File: config.mk
export PLATFORM = sky130hd
export DESIGN_NAME = acc_classifier
export DESIGN_NICKNAME = d
export VERILOG_FILES = /design/src/rtl/acc_cls_pkg.sv /design/src/rtl/acc_id_decode.sv /design/src/rtl/acc_ms_timer.sv /design/src/rtl/acc_bc_flags.sv /design/src/rtl/acc_classifier.sv
export SDC_FILE = /design/constraint.sdc
export NUM_CORES = 1
export LEC_CHECK = 0
export ABC_AREA = 0
export BUFFER_PORTS_ARGS = -buffer_cell sky130_fd_sc_hd__buf_2
export CORE_ASPECT_RATIO = 1.5
export CORE_MARGIN = 4
export CORE_UTILIZATION = 58
export CTS_CLUSTER_SIZE = 14
export DETAILED_ROUTE_END_ITERATION = 6
export PLACE_DENSITY_LB_ADDON = 0.15
export SLEW_MARGIN = 20
export SYNTH_ARGS = -nofsm -noshare
export SYNTH_HDL_FRONTEND = slang
export SYNTH_SLANG_ARGS = --single-unit
File: constraint.sdc
create_clock -name clk -period 2.5 [get_ports clk]
set_clock_uncertainty 0.1 [all_clocks]
set_input_delay 0.125 -clock clk [delete_from_list [all_inputs] [get_ports clk]]
set_output_delay 0.125 -clock clk [all_outputs]
set_load 0.05 [all_outputs]
File: src/rtl/acc_cls_pkg.sv
package acc_cls_pkg;

  localparam int NUM_TYPES      = 9;
  localparam int T_SDP          = 0;
  localparam int T_CDP          = 1;
  localparam int T_DCP          = 2;
  localparam int T_TA           = 3;
  localparam int T_FAC_USB_OFF  = 4;
  localparam int T_FAC_UART_ON  = 7;
  localparam int T_UNKNOWN      = 8;

  localparam logic [4:0] CODE_FLOAT = 5'b11111;
  localparam logic [4:0] CODE_TA    = 5'b10111;

  typedef logic [NUM_TYPES-1:0] dev_vec_t;

  typedef enum logic [1:0] {
    RT_OPEN      = 2'b00,
    RT_PRIMARY   = 2'b01,
    RT_SECONDARY = 2'b10
  } route_e;

  typedef enum logic [2:0] {
    S_IDLE,
    S_ID_WAIT,
    S_ID_ATT,
    S_FACTORY,
    S_USB_DET,
    S_USB_ATT
  } state_e;

  typedef struct packed {
    dev_vec_t dev;
    logic     jig;
    logic     boot;
    route_e   route;
    logic     factory;
  } cls_t;

endpackage

File: src/rtl/acc_id_decode.sv
module acc_id_decode
  import acc_cls_pkg::*;
(
  input  logic [4:0] code,
  input  logic       vbus_ok,
  output cls_t       cls
);

  logic [3:0] fac_hit;

  // Factory codes 11x0x: index {bit2, bit0} selects usb-off, usb-on, uart-off, uart-on
  genvar gi;
  generate
    for (gi = 0; gi < 4; gi++) begin : g_fac
      localparam logic [4:0] FCODE = {2'b11, 1'(gi / 2), 1'b0, 1'(gi % 2)};
      assign fac_hit[gi] = (code == FCODE);
    end
  endgenerate

  always_comb begin
    cls       = '0;
    cls.route = RT_OPEN;
    if (|fac_hit) begin
      cls.factory                          = 1'b1;
      cls.jig                              = 1'b1;
      cls.dev[T_FAC_UART_ON:T_FAC_USB_OFF] = fac_hit;
      cls.boot                             = fac_hit[1] | fac_hit[3];
      cls.route                            = (fac_hit[2] | fac_hit[3]) ? RT_SECONDARY : RT_PRIMARY;
    end else if (code == CODE_TA && vbus_ok) begin
      cls.dev[T_TA] = 1'b1;
    end else begin
      cls.dev[T_UNKNOWN] = 1'b1;
    end
  end

endmodule

File: src/rtl/acc_ms_timer.sv
module acc_ms_timer #(
  parameter int W = 8
) (
  input  logic         clk,
  input  logic         rst_n,
  input  logic         clr,
  output logic [W-1:0] cnt
);

  logic [W-1:0] cnt_d;
  logic         inc_en;

  assign inc_en = ~&cnt;

  always_comb begin
    cnt_d = cnt;
    if (clr)         cnt_d = '0;
    else if (inc_en) cnt_d = cnt + 1'b1;
  end

  always_ff @(posedge clk or negedge rst_n) begin
    if (!rst_n) cnt <= '0;
    else        cnt <= cnt_d;
  end

endmodule

File: src/rtl/acc_bc_flags.sv
module acc_bc_flags (
  input  logic clk,
  input  logic rst_n,
  input  logic clr,
  input  logic sample_en,
  input  logic dline_short,
  input  logic host_sig,
  output logic seen_short,
  output logic seen_host
);

  logic short_d;
  logic host_d;

  always_comb begin
    short_d = seen_short;
    host_d  = seen_host;
    if (clr) begin
      short_d = 1'b0;
      host_d  = 1'b0;
    end else if (sample_en) begin
      short_d = seen_short | dline_short;
      host_d  = seen_host | host_sig;
    end
  end

  always_ff @(posedge clk or negedge rst_n) begin
    if (!rst_n) begin
      seen_short <= 1'b0;
      seen_host  <= 1'b0;
    end else begin
      seen_short <= short_d;
      seen_host  <= host_d;
    end
  end

endmodule

File: src/rtl/acc_classifier.sv
module acc_classifier
  import acc_cls_pkg::*;
#(
  parameter int TICKS_PER_MS  = 1000,
  parameter int DCD_MS        = 20,
  parameter int SDP_MS        = 130,
  parameter int CDP_MS        = 170,
  parameter int ID_DET_MS     = 200,
  parameter int FLOAT_EXIT_MS = 70
) (
  input  logic       clk,
  input  logic       rst_n,
  input  logic       vbus_ok,
  input  logic [4:0] id_code,
  input  logic       id_float,
  input  logic       dline_short,
  input  logic       host_sig,
  output logic [8:0] dev_type,
  output logic       jig_req,
  output logic       boot_req,
  output logic [1:0] route_sel,
  output logic       attach_evt,
  output logic       detach_evt
);

  localparam int DCD_LIM = DCD_MS * TICKS_PER_MS;
  localparam int SDP_LIM = SDP_MS * TICKS_PER_MS;
  localparam int CDP_LIM = CDP_MS * TICKS_PER_MS;
  localparam int ID_LIM  = ID_DET_MS * TICKS_PER_MS;
  localparam int FLT_LIM = FLOAT_EXIT_MS * TICKS_PER_MS;
  localparam int MAX_A   = (ID_LIM > CDP_LIM) ? ID_LIM : CDP_LIM;
  localparam int TMAX    = (MAX_A > FLT_LIM) ? MAX_A : FLT_LIM;
  localparam int CW      = $clog2(TMAX + 2);

  localparam logic [CW-1:0] DCD_END = CW'(DCD_LIM);
  localparam logic [CW-1:0] SDP_END = CW'(SDP_LIM - 1);
  localparam logic [CW-1:0] CDP_END = CW'(CDP_LIM - 1);
  localparam logic [CW-1:0] ID_END  = CW'(ID_LIM - 1);
  localparam logic [CW-1:0] FLT_END = CW'(FLT_LIM);

  state_e     state_q, state_d;
  dev_vec_t   dev_q, dev_d;
  logic       jig_q, jig_d;
  logic       boot_q, boot_d;
  route_e     route_q, route_d;
  logic [4:0] code_q, code_d;
  logic       att_q, att_d;
  logic       det_q, det_d;

  logic          id_is_float;
  logic          tmr_clr;
  logic [CW-1:0] tmr_cnt;
  logic          seen_short, seen_host;
  logic          bc_clr, bc_sample;
  logic          do_detach, do_apply;
  cls_t          dec;

  assign id_is_float = id_float | (id_code == CODE_FLOAT);

  acc_id_decode u_dec (
    .code    (id_code),
    .vbus_ok (vbus_ok),
    .cls     (dec)
  );

  acc_ms_timer #(.W(CW)) u_tmr (
    .clk   (clk),
    .rst_n (rst_n),
    .clr   (tmr_clr),
    .cnt   (tmr_cnt)
  );

  assign bc_clr    = (state_q != S_USB_DET);
  assign bc_sample = (state_q == S_USB_DET) && (tmr_cnt >= DCD_END);

  acc_bc_flags u_bc (
    .clk         (clk),
    .rst_n       (rst_n),
    .clr         (bc_clr),
    .sample_en   (bc_sample),
    .dline_short (dline_short),
    .host_sig    (host_sig),
    .seen_short  (seen_short),
    .seen_host   (seen_host)
  );

  // Next-state and output logic
  always_comb begin
    state_d   = state_q;
    dev_d     = dev_q;
    jig_d     = jig_q;
    boot_d    = boot_q;
    route_d   = route_q;
    code_d    = code_q;
    att_d     = 1'b0;
    det_d     = 1'b0;
    tmr_clr   = 1'b0;
    do_detach = 1'b0;
    do_apply  = 1'b0;

    case (state_q)
      S_IDLE: begin
        if (!id_is_float) begin
          state_d = S_ID_WAIT;
          tmr_clr = 1'b1;
          code_d  = id_code;
        end else if (vbus_ok) begin
          state_d = S_USB_DET;
          tmr_clr = 1'b1;
        end
      end

      S_ID_WAIT: begin
        if (id_is_float) begin
          state_d = S_IDLE;
        end else if (id_code != code_q) begin
          code_d  = id_code;
          tmr_clr = 1'b1;
        end else if (tmr_cnt >= ID_END) begin
          do_apply = 1'b1;
          att_d    = 1'b1;
          tmr_clr  = 1'b1;
          state_d  = dec.factory ? S_FACTORY : S_ID_ATT;
        end
      end

      S_ID_ATT: begin
        if (id_is_float || (dev_q[T_TA] && !vbus_ok)) do_detach = 1'b1;
      end

      S_FACTORY: begin
        if (id_is_float) begin
          if (tmr_cnt >= FLT_END) do_detach = 1'b1;
        end else begin
          tmr_clr = 1'b1;
          if (dec.factory && (id_code != code_q)) begin
            code_d   = id_code;
            do_apply = 1'b1;
          end
        end
      end

      S_USB_DET: begin
        if (!vbus_ok || !id_is_float) begin
          state_d = S_IDLE;
        end else if ((tmr_cnt == SDP_END) && !seen_short && !seen_host) begin
          dev_d          = '0;
          dev_d[T_SDP]   = 1'b1;
          route_d        = RT_PRIMARY;
          att_d          = 1'b1;
          state_d        = S_USB_ATT;
        end else if (tmr_cnt >= CDP_END) begin
          dev_d = '0;
          if (seen_short) begin
            dev_d[T_DCP] = 1'b1;
            route_d      = RT_OPEN;
          end else if (seen_host) begin
            dev_d[T_CDP] = 1'b1;
            route_d      = RT_PRIMARY;
          end else begin
            dev_d[T_SDP] = 1'b1;
            route_d      = RT_PRIMARY;
          end
          att_d   = 1'b1;
          state_d = S_USB_ATT;
        end
      end

      S_USB_ATT: begin
        if (!vbus_ok) do_detach = 1'b1;
      end

      default: state_d = S_IDLE;
    endcase

    if (do_apply) begin
      dev_d   = dec.dev;
      jig_d   = dec.jig;
      boot_d  = dec.boot;
      route_d = dec.route;
    end

    if (do_detach) begin
      dev_d   = '0;
      jig_d   = 1'b0;
      boot_d  = 1'b0;
      route_d = RT_OPEN;
      det_d   = 1'b1;
      state_d = S_IDLE;
    end
  end

  // State and output registers
  always_ff @(posedge clk or negedge rst_n) begin
    if (!rst_n) begin
      state_q <= S_IDLE;
      dev_q   <= '0;
      jig_q   <= 1'b0;
      boot_q  <= 1'b0;
      route_q <= RT_OPEN;
      code_q  <= CODE_FLOAT;
      att_q   <= 1'b0;
      det_q   <= 1'b0;
    end else begin
      state_q <= state_d;
      dev_q   <= dev_d;
      jig_q   <= jig_d;
      boot_q  <= boot_d;
      route_q <= route_d;
      code_q  <= code_d;
      att_q   <= att_d;
      det_q   <= det_d;
    end
  end

  assign dev_type   = dev_q;
  assign jig_req    = jig_q;
  assign boot_req   = boot_q;
  assign route_sel  = route_q;
  assign attach_evt = att_q;
  assign detach_evt = det_q;

endmodule

==> flow_summary.json <==
{
  "worst_pin_slew_ns": 0.908,
  "post_cts_buffers": 0,
  "antenna_found_initial": 0,
  "clk_path_buf_depth": 2,
  "netlist.area_leader.share_pct": 38.6,
  "netlist_area_sq_um": 2460,
  "final.setup.tns_ns": 0,
  "io_buffers": 25,
  "post-place-cells": 330,
  "finalCritPeriodShare_pct": 93.5,
  "syn_inst": 264,
  "clk_pin_slew_ns": 0.08,
  "endpoint_kind": "flip-flop",
  "clock_latency_ns": 0.30,
  "drc": 0,
  "async_flop_share_pct": 100,
  "synth_mux_area_share_pct": 2.64,
  "fill_cells": 331,
  "synth_edf_count": 0,
  "power_leakage_nw": 1.30,
  "detail_route.vias_per_cell": 6.13,
  "grt_overflow": 0,
  "clock.fmax_ghz": 0.428,
  "synth_top_area_cell": "dfrtp_1",
  "ys_warn_count": 0,
  "ys_seq_area_share_pct": 43.9,
  "die_x_um": 61.2,
  "yosys.area_share.adder_pct": 1.02,
  "yosys.area_share.simple_pct": 25.5,
  "ios": 26,
  "antenna_cells": 0,
  "start_kind": "flip-flop",
  "wire_per_inst_um": 16.6,
  "synth_area_per_cell_sq_um": 9.33,
  "fp.coreArea_sq_um": 4030,
  "ant_nets": 0,
  "rsz0062_at_grt": "false",
  "cts-buffers-inserted": 5,
  "grt_pass1_vias": 2016,
  "dr.pass1.iters": 4,
  "htreeDepth": 2,
  "vias": 2091,
  "initial_core_util_pct": 61.1,
  "fin_crit_ns": 2.34,
  "finalHoldViolations": 0,
  "grt_pass1_wl_mm": 9.45,
  "rows": 28,
  "cts_tree": "yes",
  "report.final.slew_viol_count": 0,
  "setup_viol": 0,
  "cts-root-buf": "clkbuf_8",
  "cp_max_fo": 6,
  "synth_fp_nets": 277,
  "die_area_sq_um": 5380,
  "hpwl_mm": 4.05,
  "required_ns": 2.64,
  "min_path_type": "primary input to flip-flop",
  "finalNetCount": 308,
  "synth_top_family_by_area": "simple AND/OR/NAND/NOR gates",
  "drtIter0Drc": 137,
  "pre_cts_ws_ns": 0.0952,
  "critPathKind": "flip-flop to flip-flop",
  "grt_usage_pct": 23.4,
  "synth_ff_type": "dfrtp_1",
  "synth-xor-area-share_pct": 7.11,
  "relSlewSlack_pct": 39.4,
  "setup_ws_ns": 0.164,
  "ys_types": 57,
  "vdd_drop_max_mv": 0.876,
  "synth_compound_area_share_pct": 15.6,
  "powerDensity_nw_per_um2": 743,
  "clock_sinks": 43,
  "synthTopCellsByArea": "dfrtp_1 (39%), dfstp_2 (5.3%), nor2_1 (5.3%)",
  "area_delta_synth_final_pct": 15.7,
  "crit_arrival_ns": 2.48,
  "synth_seq_cells": 43,
  "fin_cells": 341,
  "wl_mm": 5.66,
  "drive_gt1_share_pct": 22.3,
  "grt_max_degree": 44,
  "die_h_um": 87.8,
  "status": "complete, no violations",
  "gp_congestion": 0.872,
  "cap_violations": 0
}
-- metrics by stage --
stage | area (sq um) | hold WS [ns] | util, % | power (mW)
finish | 2850 | 0.0250 | 70.7 | 2.12
global route | 2850 | 0.0240 | 70.7 | 2.25
CTS | 2820 | 0.0178 | 70.0 | 2.12
detailed placement | 2660 | 0.216 | 66.0 | 1.49
global placement | 2660 | 0.207 | 66.0 | 1.47
floorplan | 2460 | -0.271 | - | 1.33
-- flip-flops by register name (all words and copies together) (netlist names) --
name	flops
detach_evt	1
u_tmr.cnt	18
u_bc.seen_host	1
attach_evt	1
u_bc.seen_short	1
jig_req	1
route_sel	2
code_q	5
state_q	3
boot_req	1
dev_type	9
-- layout make-up --
type | count | area (sq um) | share of cell area (%)
Tap cell | 45 | 56.3 | 1.98
Multi-Input combinational cell | 198 | 1310 | 45.9
Sequential cell | 43 | 1080 | 38.0
Timing Repair Buffer | 40 | 245 | 8.60
Clock buffer | 6 | 72.6 | 2.55
Inverter | 7 | 26.3 | 0.922
Clock inverter | 2 | 60.1 | 2.11
-- synth_stat cells, drive strengths merged (3+ instances only) --
cell    number
a211oi       3
a21oi       10
a22o         5
a31oi        3
and3         5
buf         12
clkbuf       4
dfrtp       38
dfstp        5
inv          7
mux2         4
nand2       18
nand2b       4
nand3       15
nand4        7
nor2        36
nor3        11
nor4         9
o211ai       3
o21ai        8
xnor2        7
xor2        13
-- repair_timing --
item,4_1_cts,5_1_grt
endpoints found under the setup margin,0,21
resized for setup,0,5
hold buffers,3,0
hold endpoints to repair,40,0
-- cell families (layout without fill, tap and decap cells) --
family / after synthesis / in the layout
AOI/OAI and AO/OA: 51 / 51
xor gates and xnor gates: 20 / 20
adders and majority gates: 2 / 2
buffers and inverters: 23 / 55
DFF: 43 / 43
muxes: 6 / 6
and+or+nand+nor: 119 / 119
-- metal layers --
layer | global-route usage [%] | wire, um
met3 | 4.42 | 248
met2 | 40.8 | 3040
met4 | 8.68 | 112
met5 | 0 | 0
met1 | 27.7 | 2260
-- power breakdown --
part,switching (mW),leakage [nW],total (mW),internal (mW)
sequential,0.105,0.574,0.922,0.818
combinational,0.354,0.662,0.565,0.211
clock,0.231,0.0654,0.630,0.399
-- critical path, cell delays in order, from the launching register on --
cell      delay, ns
dfrtp_1        0.39
ha_1           0.20
and3_1         0.21
nand3_1        0.14
a221o_2        0.40
or3_4          0.41
a211oi_4       0.26
a22o_1         0.17
-- placed cells by master, fill, tap and decap left out, types with 4 or more instances in the layout --
cell type,Yosys,final
nand2_1,18,18
and3_1,5,5
nand3_1,15,15
dfrtp_1,38,38
nand4_1,7,7
o21ai_0,7,7
xor2_1,13,13
nor4_1,6,6
dfstp_2,5,5
buf_2,10,25
nor2_1,35,35
clkbuf_8,0,5
buf_4,1,12
inv_1,7,7
a22o_1,5,5
nor3_1,10,9
xnor2_1,7,7
a21oi_1,8,8
nand2b_1,4,4
mux2_2,4,4
-- worst paths after layout --
path / start / to / slack [ns] / depth (start not counted)
setup / recovery: u_tmr.cnt[0] / dev_type[5] / 0.16 / 7
max in group asynchronous: rst_n / state_q[2] / 1.32 / 2
hold reg to reg: dev_type[7] / dev_type[7] / 0.40 / 1
setup reg to reg: u_tmr.cnt[0] / dev_type[5] / 0.16 / 7
min in group asynchronous: rst_n / dev_type[7] / 0.40 / 2
hold / removal: id_code[1] / code_q[1] / 0.03 / 2
No activity file was read; power rests on OpenSTA's default activity.
